## src/rtl/uf_pkg.sv

```systemverilog
package uf_pkg;

    typedef enum logic [2:0] {
        PH_IDLE,
        PH_GROW,
        PH_MERGE,
        PH_PARITY,
        PH_CHECK,
        PH_DONE
    } phase_t;

    typedef logic [1:0] grow_cnt_t;

    localparam grow_cnt_t CNT_FULL = 2'd2;

    // one half-step per odd endpoint, saturating at fully grown
    function automatic grow_cnt_t grow_step(grow_cnt_t cur, logic odd_a, logic odd_b);
        logic [2:0] sum;
        sum = {1'b0, cur} + {2'b00, odd_a} + {2'b00, odd_b};
        return (sum >= 3'd2) ? CNT_FULL : sum[1:0];
    endfunction

endpackage

```

## src/rtl/uf_edge_ctr.sv

```systemverilog
module uf_edge_ctr
    import uf_pkg::*;
(
    input  logic clk,
    input  logic rst,
    input  logic clr,
    input  logic grow_en,
    input  logic odd_a,
    input  logic odd_b,
    output logic full
);

    grow_cnt_t cnt;

    always_ff @(posedge clk) begin
        if (rst || clr) begin
            cnt <= '0;
        end else if (grow_en) begin
            cnt <= grow_step(cnt, odd_a, odd_b);
        end
    end

    assign full = (cnt == CNT_FULL);

endmodule

```

## src/rtl/uf_vertex_pe.sv

```systemverilog
module uf_vertex_pe #(
    parameter int IDW  = 4,
    parameter int SELF = 0
) (
    input  logic                     clk,
    input  logic                     rst,
    input  logic                     load,
    input  logic                     syn_in,
    input  logic                     merge_en,
    input  logic                     par_en,
    input  logic [3:0][IDW-1:0]      nb_id,
    input  logic [3:0]               nb_link,
    input  logic                     clu_odd,
    output logic [IDW-1:0]           id,
    output logic                     syn,
    output logic                     odd,
    output logic                     changed
);

    localparam logic [IDW-1:0] SELF_ID = IDW'(SELF);

    logic [IDW-1:0] best;

    // minimum over own id and ids across fully grown edges
    always_comb begin
        best = id;
        for (int k = 0; k < 4; k++) begin
            if (nb_link[k] && (nb_id[k] < best)) begin
                best = nb_id[k];
            end
        end
        changed = merge_en && (best != id);
    end

    always_ff @(posedge clk) begin
        if (rst) begin
            id  <= SELF_ID;
            syn <= 1'b0;
            odd <= 1'b0;
        end else if (load) begin
            id  <= SELF_ID;
            syn <= syn_in;
            odd <= syn_in;
        end else begin
            if (merge_en) id  <= best;
            if (par_en)   odd <= clu_odd;
        end
    end

endmodule

```

## src/rtl/uf_parity_tree.sv

```systemverilog
module uf_parity_tree #(
    parameter int NV  = 9,
    parameter int IDW = 4
) (
    input  logic [NV-1:0][IDW-1:0] ids,
    input  logic [NV-1:0]          syn,
    input  logic [NV-1:0]          touch,
    output logic [NV-1:0]          vodd
);

    logic [NV-1:0] root_par;
    logic [NV-1:0] root_tch;
    logic [NV-1:0] root_odd;

    // fold parity and boundary contact per root
    always_comb begin
        for (int k = 0; k < NV; k++) begin
            root_par[k] = 1'b0;
            root_tch[k] = 1'b0;
            for (int i = 0; i < NV; i++) begin
                if (ids[i] == IDW'(k)) begin
                    root_par[k] = root_par[k] ^ syn[i];
                    root_tch[k] = root_tch[k] | touch[i];
                end
            end
            root_odd[k] = root_par[k] & ~root_tch[k];
        end
    end

    // broadcast the root verdict back to members
    always_comb begin
        for (int i = 0; i < NV; i++) begin
            vodd[i] = 1'b0;
            for (int k = 0; k < NV; k++) begin
                if (ids[i] == IDW'(k)) vodd[i] = root_odd[k];
            end
        end
    end

endmodule

```

## src/rtl/uf_stage_ctrl.sv

```systemverilog
module uf_stage_ctrl
    import uf_pkg::*;
(
    input  logic   clk,
    input  logic   rst,
    input  logic   start,
    input  logic   chg_any,
    input  logic   odd_any,
    output phase_t ph
);

    logic chg_q;

    always_ff @(posedge clk) begin
        if (rst) begin
            ph    <= PH_IDLE;
            chg_q <= 1'b0;
        end else begin
            // forced high on merge entry so at least two merge cycles run
            chg_q <= (ph == PH_GROW) ? 1'b1 : chg_any;
            if (start) begin
                ph <= PH_GROW;
            end else begin
                case (ph)
                    PH_GROW:   ph <= PH_MERGE;
                    PH_MERGE:  if (!chg_q) ph <= PH_PARITY;
                    PH_PARITY: ph <= PH_CHECK;
                    PH_CHECK:  ph <= odd_any ? PH_GROW : PH_DONE;
                    default:   ph <= ph;
                endcase
            end
        end
    end

endmodule

```

## src/rtl/uf_decoder_array.sv

```systemverilog
module uf_decoder_array
    import uf_pkg::*;
#(
    parameter int ROWS = 3,
    parameter int COLS = 3,
    localparam int NV  = ROWS * COLS,
    localparam int IDW = (NV > 1) ? $clog2(NV) : 1,
    localparam int NH  = ROWS * (COLS - 1),
    localparam int NVE = (ROWS - 1) * COLS,
    localparam int NE  = NH + NVE + 2 * ROWS
) (
    input  logic                clk,
    input  logic                rst,
    input  logic                start,
    input  logic [NV-1:0]       syndrome,
    output logic [NV*IDW-1:0]   cluster_ids,
    output logic [NE-1:0]       edge_full,
    output logic                done
);

    localparam int BW = NH + NVE;
    localparam int BE = NH + NVE + ROWS;

    phase_t                 ph;
    logic [NV-1:0][IDW-1:0] ids;
    logic [NV-1:0]          vsyn, vodd, vchg, touch, clu_odd;
    logic [NE-1:0]          efull;
    logic                   grow_en, merge_en, par_en;

    assign grow_en  = (ph == PH_GROW)   && !start;
    assign merge_en = (ph == PH_MERGE)  && !start;
    assign par_en   = (ph == PH_PARITY) && !start;

    uf_stage_ctrl u_ctrl (
        .clk     (clk),
        .rst     (rst),
        .start   (start),
        .chg_any (|vchg),
        .odd_any (|vodd),
        .ph      (ph)
    );

    // horizontal edges
    for (genvar r = 0; r < ROWS; r++) begin : g_hr
        for (genvar c = 0; c < COLS - 1; c++) begin : g_hc
            uf_edge_ctr u_e (
                .clk(clk), .rst(rst), .clr(start), .grow_en(grow_en),
                .odd_a(vodd[r*COLS+c]), .odd_b(vodd[r*COLS+c+1]),
                .full(efull[r*(COLS-1)+c])
            );
        end
    end

    // vertical edges
    for (genvar r = 0; r < ROWS - 1; r++) begin : g_vr
        for (genvar c = 0; c < COLS; c++) begin : g_vc
            uf_edge_ctr u_e (
                .clk(clk), .rst(rst), .clr(start), .grow_en(grow_en),
                .odd_a(vodd[r*COLS+c]), .odd_b(vodd[(r+1)*COLS+c]),
                .full(efull[NH+r*COLS+c])
            );
        end
    end

    // boundary edges, one live endpoint each
    for (genvar r = 0; r < ROWS; r++) begin : g_bnd
        uf_edge_ctr u_w (
            .clk(clk), .rst(rst), .clr(start), .grow_en(grow_en),
            .odd_a(vodd[r*COLS]), .odd_b(1'b0),
            .full(efull[BW+r])
        );
        uf_edge_ctr u_e (
            .clk(clk), .rst(rst), .clr(start), .grow_en(grow_en),
            .odd_a(vodd[r*COLS+COLS-1]), .odd_b(1'b0),
            .full(efull[BE+r])
        );
    end

    // processing elements with nearest-neighbour links (0=N,1=S,2=W,3=E)
    for (genvar r = 0; r < ROWS; r++) begin : g_pr
        for (genvar c = 0; c < COLS; c++) begin : g_pc
            localparam int V = r * COLS + c;
            logic [3:0][IDW-1:0] nid;
            logic [3:0]          nl;
            logic                tw, te;

            if (r > 0) begin : g_n
                assign nid[0] = ids[V-COLS];
                assign nl[0]  = efull[NH+(r-1)*COLS+c];
            end else begin : g_nn
                assign nid[0] = '0;
                assign nl[0]  = 1'b0;
            end
            if (r < ROWS - 1) begin : g_s
                assign nid[1] = ids[V+COLS];
                assign nl[1]  = efull[NH+r*COLS+c];
            end else begin : g_ns
                assign nid[1] = '0;
                assign nl[1]  = 1'b0;
            end
            if (c > 0) begin : g_w
                assign nid[2] = ids[V-1];
                assign nl[2]  = efull[r*(COLS-1)+c-1];
                assign tw     = 1'b0;
            end else begin : g_nw
                assign nid[2] = '0;
                assign nl[2]  = 1'b0;
                assign tw     = efull[BW+r];
            end
            if (c < COLS - 1) begin : g_e
                assign nid[3] = ids[V+1];
                assign nl[3]  = efull[r*(COLS-1)+c];
                assign te     = 1'b0;
            end else begin : g_ne
                assign nid[3] = '0;
                assign nl[3]  = 1'b0;
                assign te     = efull[BE+r];
            end
            assign touch[V] = tw | te;

            uf_vertex_pe #(.IDW(IDW), .SELF(V)) u_pe (
                .clk      (clk),
                .rst      (rst),
                .load     (start),
                .syn_in   (syndrome[V]),
                .merge_en (merge_en),
                .par_en   (par_en),
                .nb_id    (nid),
                .nb_link  (nl),
                .clu_odd  (clu_odd[V]),
                .id       (ids[V]),
                .syn      (vsyn[V]),
                .odd      (vodd[V]),
                .changed  (vchg[V])
            );
        end
    end

    uf_parity_tree #(.NV(NV), .IDW(IDW)) u_par (
        .ids   (ids),
        .syn   (vsyn),
        .touch (touch),
        .vodd  (clu_odd)
    );

    assign cluster_ids = ids;
    assign edge_full   = efull;
    assign done        = (ph == PH_DONE);

endmodule

```

## config.mk

```make
export PLATFORM = sky130hd
export DESIGN_NAME = uf_decoder_array
export DESIGN_NICKNAME = d
export VERILOG_FILES = /design/src/rtl/uf_pkg.sv /design/src/rtl/uf_edge_ctr.sv /design/src/rtl/uf_vertex_pe.sv /design/src/rtl/uf_parity_tree.sv /design/src/rtl/uf_stage_ctrl.sv /design/src/rtl/uf_decoder_array.sv
export SDC_FILE = /design/constraint.sdc
export NUM_CORES = 1
export LEC_CHECK = 0
export ABC_CLOCK_PERIOD_IN_PS = 16500
export CAP_MARGIN = 20
export CORE_AREA = 2 2 170 172
export DETAILED_ROUTE_END_ITERATION = 8
export DIE_AREA = 0 0 172 174
export MAX_ROUTING_LAYER = met4
export SLEW_MARGIN = 15
export SYNTH_ARGS = -nofsm -noshare
export SYNTH_HDL_FRONTEND = slang
export SYNTH_SLANG_ARGS = --single-unit
export TNS_END_PERCENT = 50
```

## constraint.sdc

```tcl
create_clock -name clk -period 16.5 [get_ports clk]
set_clock_uncertainty 0.2 [all_clocks]
set_input_delay 1.65 -clock clk [delete_from_list [all_inputs] [get_ports clk]]
set_output_delay 1.65 -clock clk [all_outputs]
set_load 0.02 [all_outputs]
```

After elaboration in Yosys (flattened, before gate mapping)

Index checks and enable logic that the tools add are counted.

$lt $le $gt $ge: 42
Reduce and logical (&&, ||, !) cells: 55
$add $sub $neg: 30
Muxes and demuxes: 281
Bitwise operators: 135
Eq/ne operators: 106

Operators with widths:

| operator             | number |
|---|---|
| $mux W1              | 236 |
| $eq A4 B3 Y1 const B | 36 |
| $lt A4 B4 Y1         | 24 |
| $mux W4              | 24 |
| $eq A4 B2 Y1 const B | 18 |
| $xor A1 B1 Y1        | 72 |
| $add A2 B1 Y3        | 18 |
| $ge A3 B2 Y1 const B | 18 |
| $or A1 B1 Y1         | 45 |
| $add A3 B1 Y3        | 12 |
| $eq A2 B2 Y1 const B | 18 |
| $eq A4 B1 Y1 const B | 9 |
| $eq A4 B4 Y1 const B | 9 |
| $logic_and A1 B1 Y1  | 36 |
| $logic_not A4 Y1     | 9 |
| $mux W2              | 18 |
| $ne A4 B4 Y1         | 9 |
| $reduce_or A9 Y1     | 2 |
| $pmux W3 S4          | 1 |
| $and A1 B1 Y1        | 9 |
| $not A1 Y1           | 9 |
| $eq A3 B2 Y1 const B | 2 |
| $eq A3 B3 Y1 const B | 2 |
| $mux W3              | 2 |
| 10 further kinds     | 11 |

Output and inout bits: 55
Bits of input ports: 12
Word-level logic and storage cells: 697
Register bits: 94

Longest topological paths before layout

Depth after elaboration: 30
Gate-level depth with buffers: 33
Gate-level depth less buffers: 32

Modules after synthesis

From an unflattened synthesis, not the netlist that was laid out.

Cells, all modules: 1806
Area, all modules: 15053.2 µm²

By module, submodules not included:

| module                                  | instances | cells an instance | area each (µm²) | seq. area each (µm²) |
|---|---|---|---|---|
| uf_parity_tree                          | 1         | 432               | 3279.4          | 0.0 |
| uf_vertex_pe (g_pr[1].g_pc[0].u_pe ...) | 2         | 130               | 1037.2          | 120.1 |
| uf_edge_ctr                             | 18        | 9                 | 111.4           | 40.0 |
| uf_vertex_pe (g_pr[1].g_pc[1].u_pe)     | 1         | 137               | 1096.1          | 120.1 |
| uf_vertex_pe (g_pr[0].g_pc[1].u_pe)     | 1         | 136               | 1078.5          | 120.1 |
| uf_vertex_pe (g_pr[1].g_pc[2].u_pe)     | 1         | 136               | 1073.5          | 120.1 |
| uf_vertex_pe (g_pr[2].g_pc[2].u_pe)     | 1         | 135               | 1064.8          | 120.1 |
| uf_vertex_pe (g_pr[2].g_pc[0].u_pe)     | 1         | 131               | 1061.0          | 120.1 |
| uf_vertex_pe (g_pr[0].g_pc[2].u_pe)     | 1         | 131               | 1042.2          | 120.1 |
| uf_vertex_pe (g_pr[0].g_pc[0].u_pe)     | 1         | 110               | 998.5           | 120.1 |
| uf_stage_ctrl                           | 1         | 17                | 152.6           | 80.1 |
| uf_decoder_array                        | 1         | 19                | 127.6           | 0.0 |

Worst setup path before layout

Ideal clock, no wire load.

Kind: register -> register
Start point: register g_pr[0].g_pc[1].u_pe.id[3]
End point: register u_ctrl.chg_q
Setup time: 0.133 ns
Setup slack: 9.551 ns
Period minus slack after synthesis: 6.949 ns
Arrival time: 6.615 ns
Cell stages (with the launch flop): 32
Data required time: 16.167 ns
Path buffers: 1
Path through: dfxtp_1 > clkbuf_1 > inv_1 > ha_1 > and4_1 > nand2b_1 > a21oi_2 > a21oi_1 > ha_1 > o21ai_0 > o21ai_0 > nor2_1 > a21oi_1 > inv_1 > ha_1 > or3_1 > a221oi_1 > nor2_1 > mux2_2 > inv_1 > ha_1 > nand3_1 > a41o_1 > a311o_1 > nor4_1 > o2111ai_1 > nor4b_1 > nand4_1 > nor4_1 > nand4_1 > nor4_1 > a311oi_1

Longest elaborated chain between the ends: 16
Elaborated cells on any way between the ends: 37
Classes of those cells: order compare: 9; eq/ne: 4; mux: 10; reduce/logical: 14

RTL lines:

| what                     | line                   | RTL |
|---|---|---|
| start: declaration       | uf_vertex_pe.sv:14     | `output logic [IDW-1:0] id,` |
| start signal: assignment | uf_vertex_pe.sv:45     | `if (merge_en) id <= best;` |
| $lt A4 B4 Y1             | uf_vertex_pe.sv:28     | `if (nb_link[k] && (nb_id[k] < best)) begin` |
| $logic_and A1 B1 Y1      | uf_vertex_pe.sv:28     |  |
| $mux W4                  | uf_vertex_pe.sv:28     |  |
| $lt A4 B4 Y1             | uf_vertex_pe.sv:28     |  |
| $logic_and A1 B1 Y1      | uf_vertex_pe.sv:28     |  |
| $mux W4                  | uf_vertex_pe.sv:28     |  |
| $lt A4 B4 Y1             | uf_vertex_pe.sv:28     |  |
| $logic_and A1 B1 Y1      | uf_vertex_pe.sv:28     |  |
| $mux W4                  | uf_vertex_pe.sv:28     |  |
| $lt A4 B4 Y1             | uf_vertex_pe.sv:28     |  |
| $logic_and A1 B1 Y1      | uf_vertex_pe.sv:28     |  |
| $mux W4                  | uf_vertex_pe.sv:28     |  |
| $ne A4 B4 Y1             | uf_vertex_pe.sv:32     | `changed = merge_en && (best != id);` |
| $logic_and A1 B1 Y1      | uf_vertex_pe.sv:32     |  |
| $reduce_or A9 Y1 (*)     | uf_decoder_array.sv:38 | `.chg_any (\|vchg),` |
| $mux W1 (*)              | uf_stage_ctrl.sv:20    | `chg_q <= (ph == PH_GROW) ? 1'b1 : chg_any;` |
| end signal: assignment   | uf_stage_ctrl.sv:20    |  |
| end: declaration         | uf_stage_ctrl.sv:12    | `logic chg_q;` |

Every way passes the cells marked *; elsewhere a longest branch is shown, timed or not.
A chain may end at the register's enable or synchronous reset.

Worst setup path in the final report

Start point: register g_pr[0].g_pc[1].u_pe.id[1]
End point: register u_ctrl.chg_q

The elaborated chain is that of the path after synthesis.

==> impl_metrics.toml <==
[final_layout]
drive_above_1_share_pct = 6.74
fin_cells = 1956
area_delta_synth_final_pct = 11.5
fin_nets = 1689
diodes = 0
final_area_um2 = 12600

[timing]
max_freq_ghz = 0.118
hold_violations = 0
drv_slew = 0
fin_setup_tns_ns = 0
finalCritPeriodShare_pct = 51.2
grt_setup_unrepaired = "false"
setup_viol = 0
tightest_slew_ns = 1.08
fin_crit_ns = 8.45
relSlewSlack_pct = 27.4

[clock_tree]
clk_path_buf_depth = 2
root_buffer = "clkbuf_16"
worstSkewPairLatency_ns = 0.37
cts_tree = "built"
ctsResizeCount = 0
hold_buffers = 0
cts_buffers = 9
clk_pin_slew_ns = 0.08
clock-sinks = 94
post-cts-setup-buffers = 0
ctsHtreeMaxLevel = 3

[route]
highest_layer = "met4"
routedWlPerCell_um = 24.0
vias = 12100
drc = 0
wl_met2_mm = 20.3
drtAntennaViolNets = 0
first_iter_violations = 1150
drt-vias-per-instance = 6.21
wl_met3_mm = 4.90
dr.pass1.iters = 6
routedLengthMet1_mm = 20.4
wirelength_mm = 46.9

[critical_path]
arrival_ns = 8.49
cp_max_fo = 19
reg2reg_setup_slack_ns = 8.05
endpoint = "u_ctrl.chg_q$_SDFF_PP0_"
cp-end-kind = "flip-flop"
slowest_stage = "dfxtp_1"
r2r-end = "u_ctrl.chg_q$_SDFF_PP0_"
critical_path.top_delay_family = "compound AO/OA/AOI/OAI gates"
cp.required_ns = 16.54
rr_startpoint = "g_pr[0].g_pc[1].u_pe.id[1]$_SDFFE_PP0P_"
worst-setup-path-type = "flip-flop to flip-flop"
crit_buf_inv = 3
reg2reg_depth = 30
cp_common_cell = "ha_1"
startpoint_type = "flip-flop"
setup.worst_path.start = "g_pr[0].g_pc[1].u_pe.id[1]$_SDFFE_PP0P_"
critical_path_depth = 30
slowest_delay_ns = 0.89

[power_and_ir_drop]
p_per_area_nw_per_um2 = 46.3
p_int_uw = 387
leakagePower_uw = 0.00483
clockPowerShare_pct = 38.5
p_total_uw = 585
switching_share_pct = 34.0
p_switching_uw = 199
vdd_drop_max_v = 0.0000438
p_seq_share_pct = 41.1
combPwrFrac_pct = 20.5

[synthesis]
synthesis.area_um2 = 11300
syn_avg_cell_area_um2 = 7.30
synth_seq_cells = 94
yosysSeqAreaShare_pct = 16.6
synth_compound_area_share_pct = 25.6
synth_top_family_by_area = "compound AO/OA/AOI/OAI gates"
dominantRegCellSynth = "dfxtp_1"
yosys.cell_types.count = 87
synthAdderAreaFrac_pct = 12.9
synth-edff-count = 0
syn-instance-count = 1551
ys_warn_count = 0
synth_nets = 1673
async_flop_share_pct = 0
yosys.area_share.simple_pct = 23.6
synth_xor_area_share_pct = 6.84
synth_mux_area_share_pct = 5.79

[floorplan]
core_um2 = 28200
dieArea_um2 = 29900
io_pins = 67
rows = 62
die_h_um = 174
start_util_pct = 40.1
die_w_um = 172

[run_status]
status = "completed"

[grt]
grt_max_degree = 61
grt_pass1_wl_mm = 70.7
antenna_found_initial = 1
gr-total-overflow = 0
grt_pass1_vias = 11300
grtUsageTotal_pct = 32.1

[worst_hold_path]
hold_path_class = "flip-flop to flip-flop"

[place]
placed_cells = 1940
place_congestion = 1.01
place_area_um2 = 12300
portBuffers = 66
dp_hpwl_mm = 34.7

[flow_run]
maxCapViolCount = 0
==> worst min-delay path by stage <==
stage	cells past startpoint	endpoint	startpoint
4_1_cts	2	g_hr[2].g_hc[0].u_e.cnt[0]$_SDFFE_PP0P_	g_hr[2].g_hc[0].u_e.cnt[0]$_SDFFE_PP0P_
3_5_place_dp	2	g_hr[2].g_hc[0].u_e.cnt[0]$_SDFFE_PP0P_	g_hr[2].g_hc[0].u_e.cnt[0]$_SDFFE_PP0P_
2_1_floorplan	2	g_hr[2].g_hc[0].u_e.cnt[0]$_SDFFE_PP0P_	g_hr[2].g_hc[0].u_e.cnt[0]$_SDFFE_PP0P_
5_1_grt	2	g_vr[0].g_vc[1].u_e.cnt[0]$_SDFFE_PP0P_	g_vr[0].g_vc[1].u_e.cnt[0]$_SDFFE_PP0P_
3_3_place_gp	2	g_hr[2].g_hc[0].u_e.cnt[0]$_SDFFE_PP0P_	g_hr[2].g_hc[0].u_e.cnt[0]$_SDFFE_PP0P_
6_report	2	g_hr[2].g_hc[0].u_e.cnt[0]$_SDFFE_PP0P_	g_hr[2].g_hc[0].u_e.cnt[0]$_SDFFE_PP0P_
==> power by group through the flow <==
stage          logic (uW)  registers [uW]  clock network, uW
6_report              120             240                225
4_1_cts               118             240                226
3_5_place_dp          117             245                  0
2_1_floorplan        80.8             243                  0
5_1_grt               130             241                236
3_3_place_gp          116             245                  0
==> state kept, by name (all words and copies together) (netlist names) <==
signal and flops:
g_bnd.u_e.cnt 6, g_bnd.u_w.cnt 6, g_hr.g_hc.u_e.cnt 12, g_pr.g_pc.u_pe.id 36, g_pr.g_pc.u_pe.odd 9, g_pr.g_pc.u_pe.syn 9
g_vr.g_vc.u_e.cnt 12, u_ctrl.chg_q 1, u_ctrl.ph 3
==> synth_stat cells (20+ instances only) <==
| cell type | count | share of area (%) |
|---|---|---|
| ha_1 | 98 | 11 |
| mux2i_1 | 31 | 2.7 |
| nor2_1 | 133 | 4.4 |
| o211ai_1 | 34 | 2.3 |
| inv_1 | 123 | 4.1 |
| a21oi_1 | 110 | 4.9 |
| a211oi_1 | 37 | 2.5 |
| nand3b_1 | 21 | 1.4 |
| nor2b_1 | 24 | 1.3 |
| xnor2_1 | 63 | 4.9 |
| dfxtp_1 | 94 | 17 |
| a311oi_1 | 26 | 2.0 |
| nand2b_1 | 20 | 1.1 |
| nor3_1 | 36 | 1.6 |
| nand2_1 | 160 | 5.3 |
| o21ai_0 | 67 | 3.0 |
| nand3_1 | 68 | 3.0 |
| clkbuf_1 | 68 | 2.3 |
==> stage by stage <==
stage	setup slack (ns)	util, %	hold slack (ns)
after floorplan	9.55	-	0.232
after global placement	8.80	43.7	0.243
after detailed placement	8.39	43.7	0.250
after CTS	8.32	44.7	0.261
after global routing	7.56	44.7	0.293
final	8.05	44.7	0.255
==> cell type report <==
class / instances / area, um^2
Timing Repair Buffer: 110 / 987
Multi-Input combinational cell: 1220 / 8490
Inverter: 132 / 495
Clock buffer: 9 / 225
Clock inverter: 7 / 76.3
Tap cell: 384 / 480
Fill cell: 3006 / 15600
Sequential cell: 94 / 1880
==> logic make-up after synthesis <==
kind of cell	count (synthesis)
buffers and inverters	237
AO/OA/AOI/OAI	428
multiplexers	55
flip-flops	94
AND/OR/NAND/NOR	548
XOR/XNOR	79
adder cells (fa/ha/maj)	110
==> tightest hold or removal path: stages, from the launching register on <==
cell     delay [ns]
dfxtp_1        0.31
nand2_1        0.05
a21oi_1        0.05
==> placed cells by master (no fill, tap or decap), types with 43 or more instances in the layout <==
master,synthesis,final
buf_4,18,43
nand3_1,68,68
clkdlybuf4s50_1,0,66
ha_1,98,98
dfxtp_1,94,94
xnor2_1,63,63
nor2_1,133,131
a21oi_1,110,110
o21ai_0,67,67
nand2_1,160,160
inv_1,123,123
==> per-layer routing <==
| layer | global-route usage [%] | up-vias |
|---|---|---|
| met5 | - | - |
| met4 | 8.44 | 0 |
| met3 | 6.35 | 74 |
| met2 | 47.3 | 626 |
| met1 | 44.7 | 5806 |
| li1 | - | 5639 |
(Power assumes the default switching activity.)
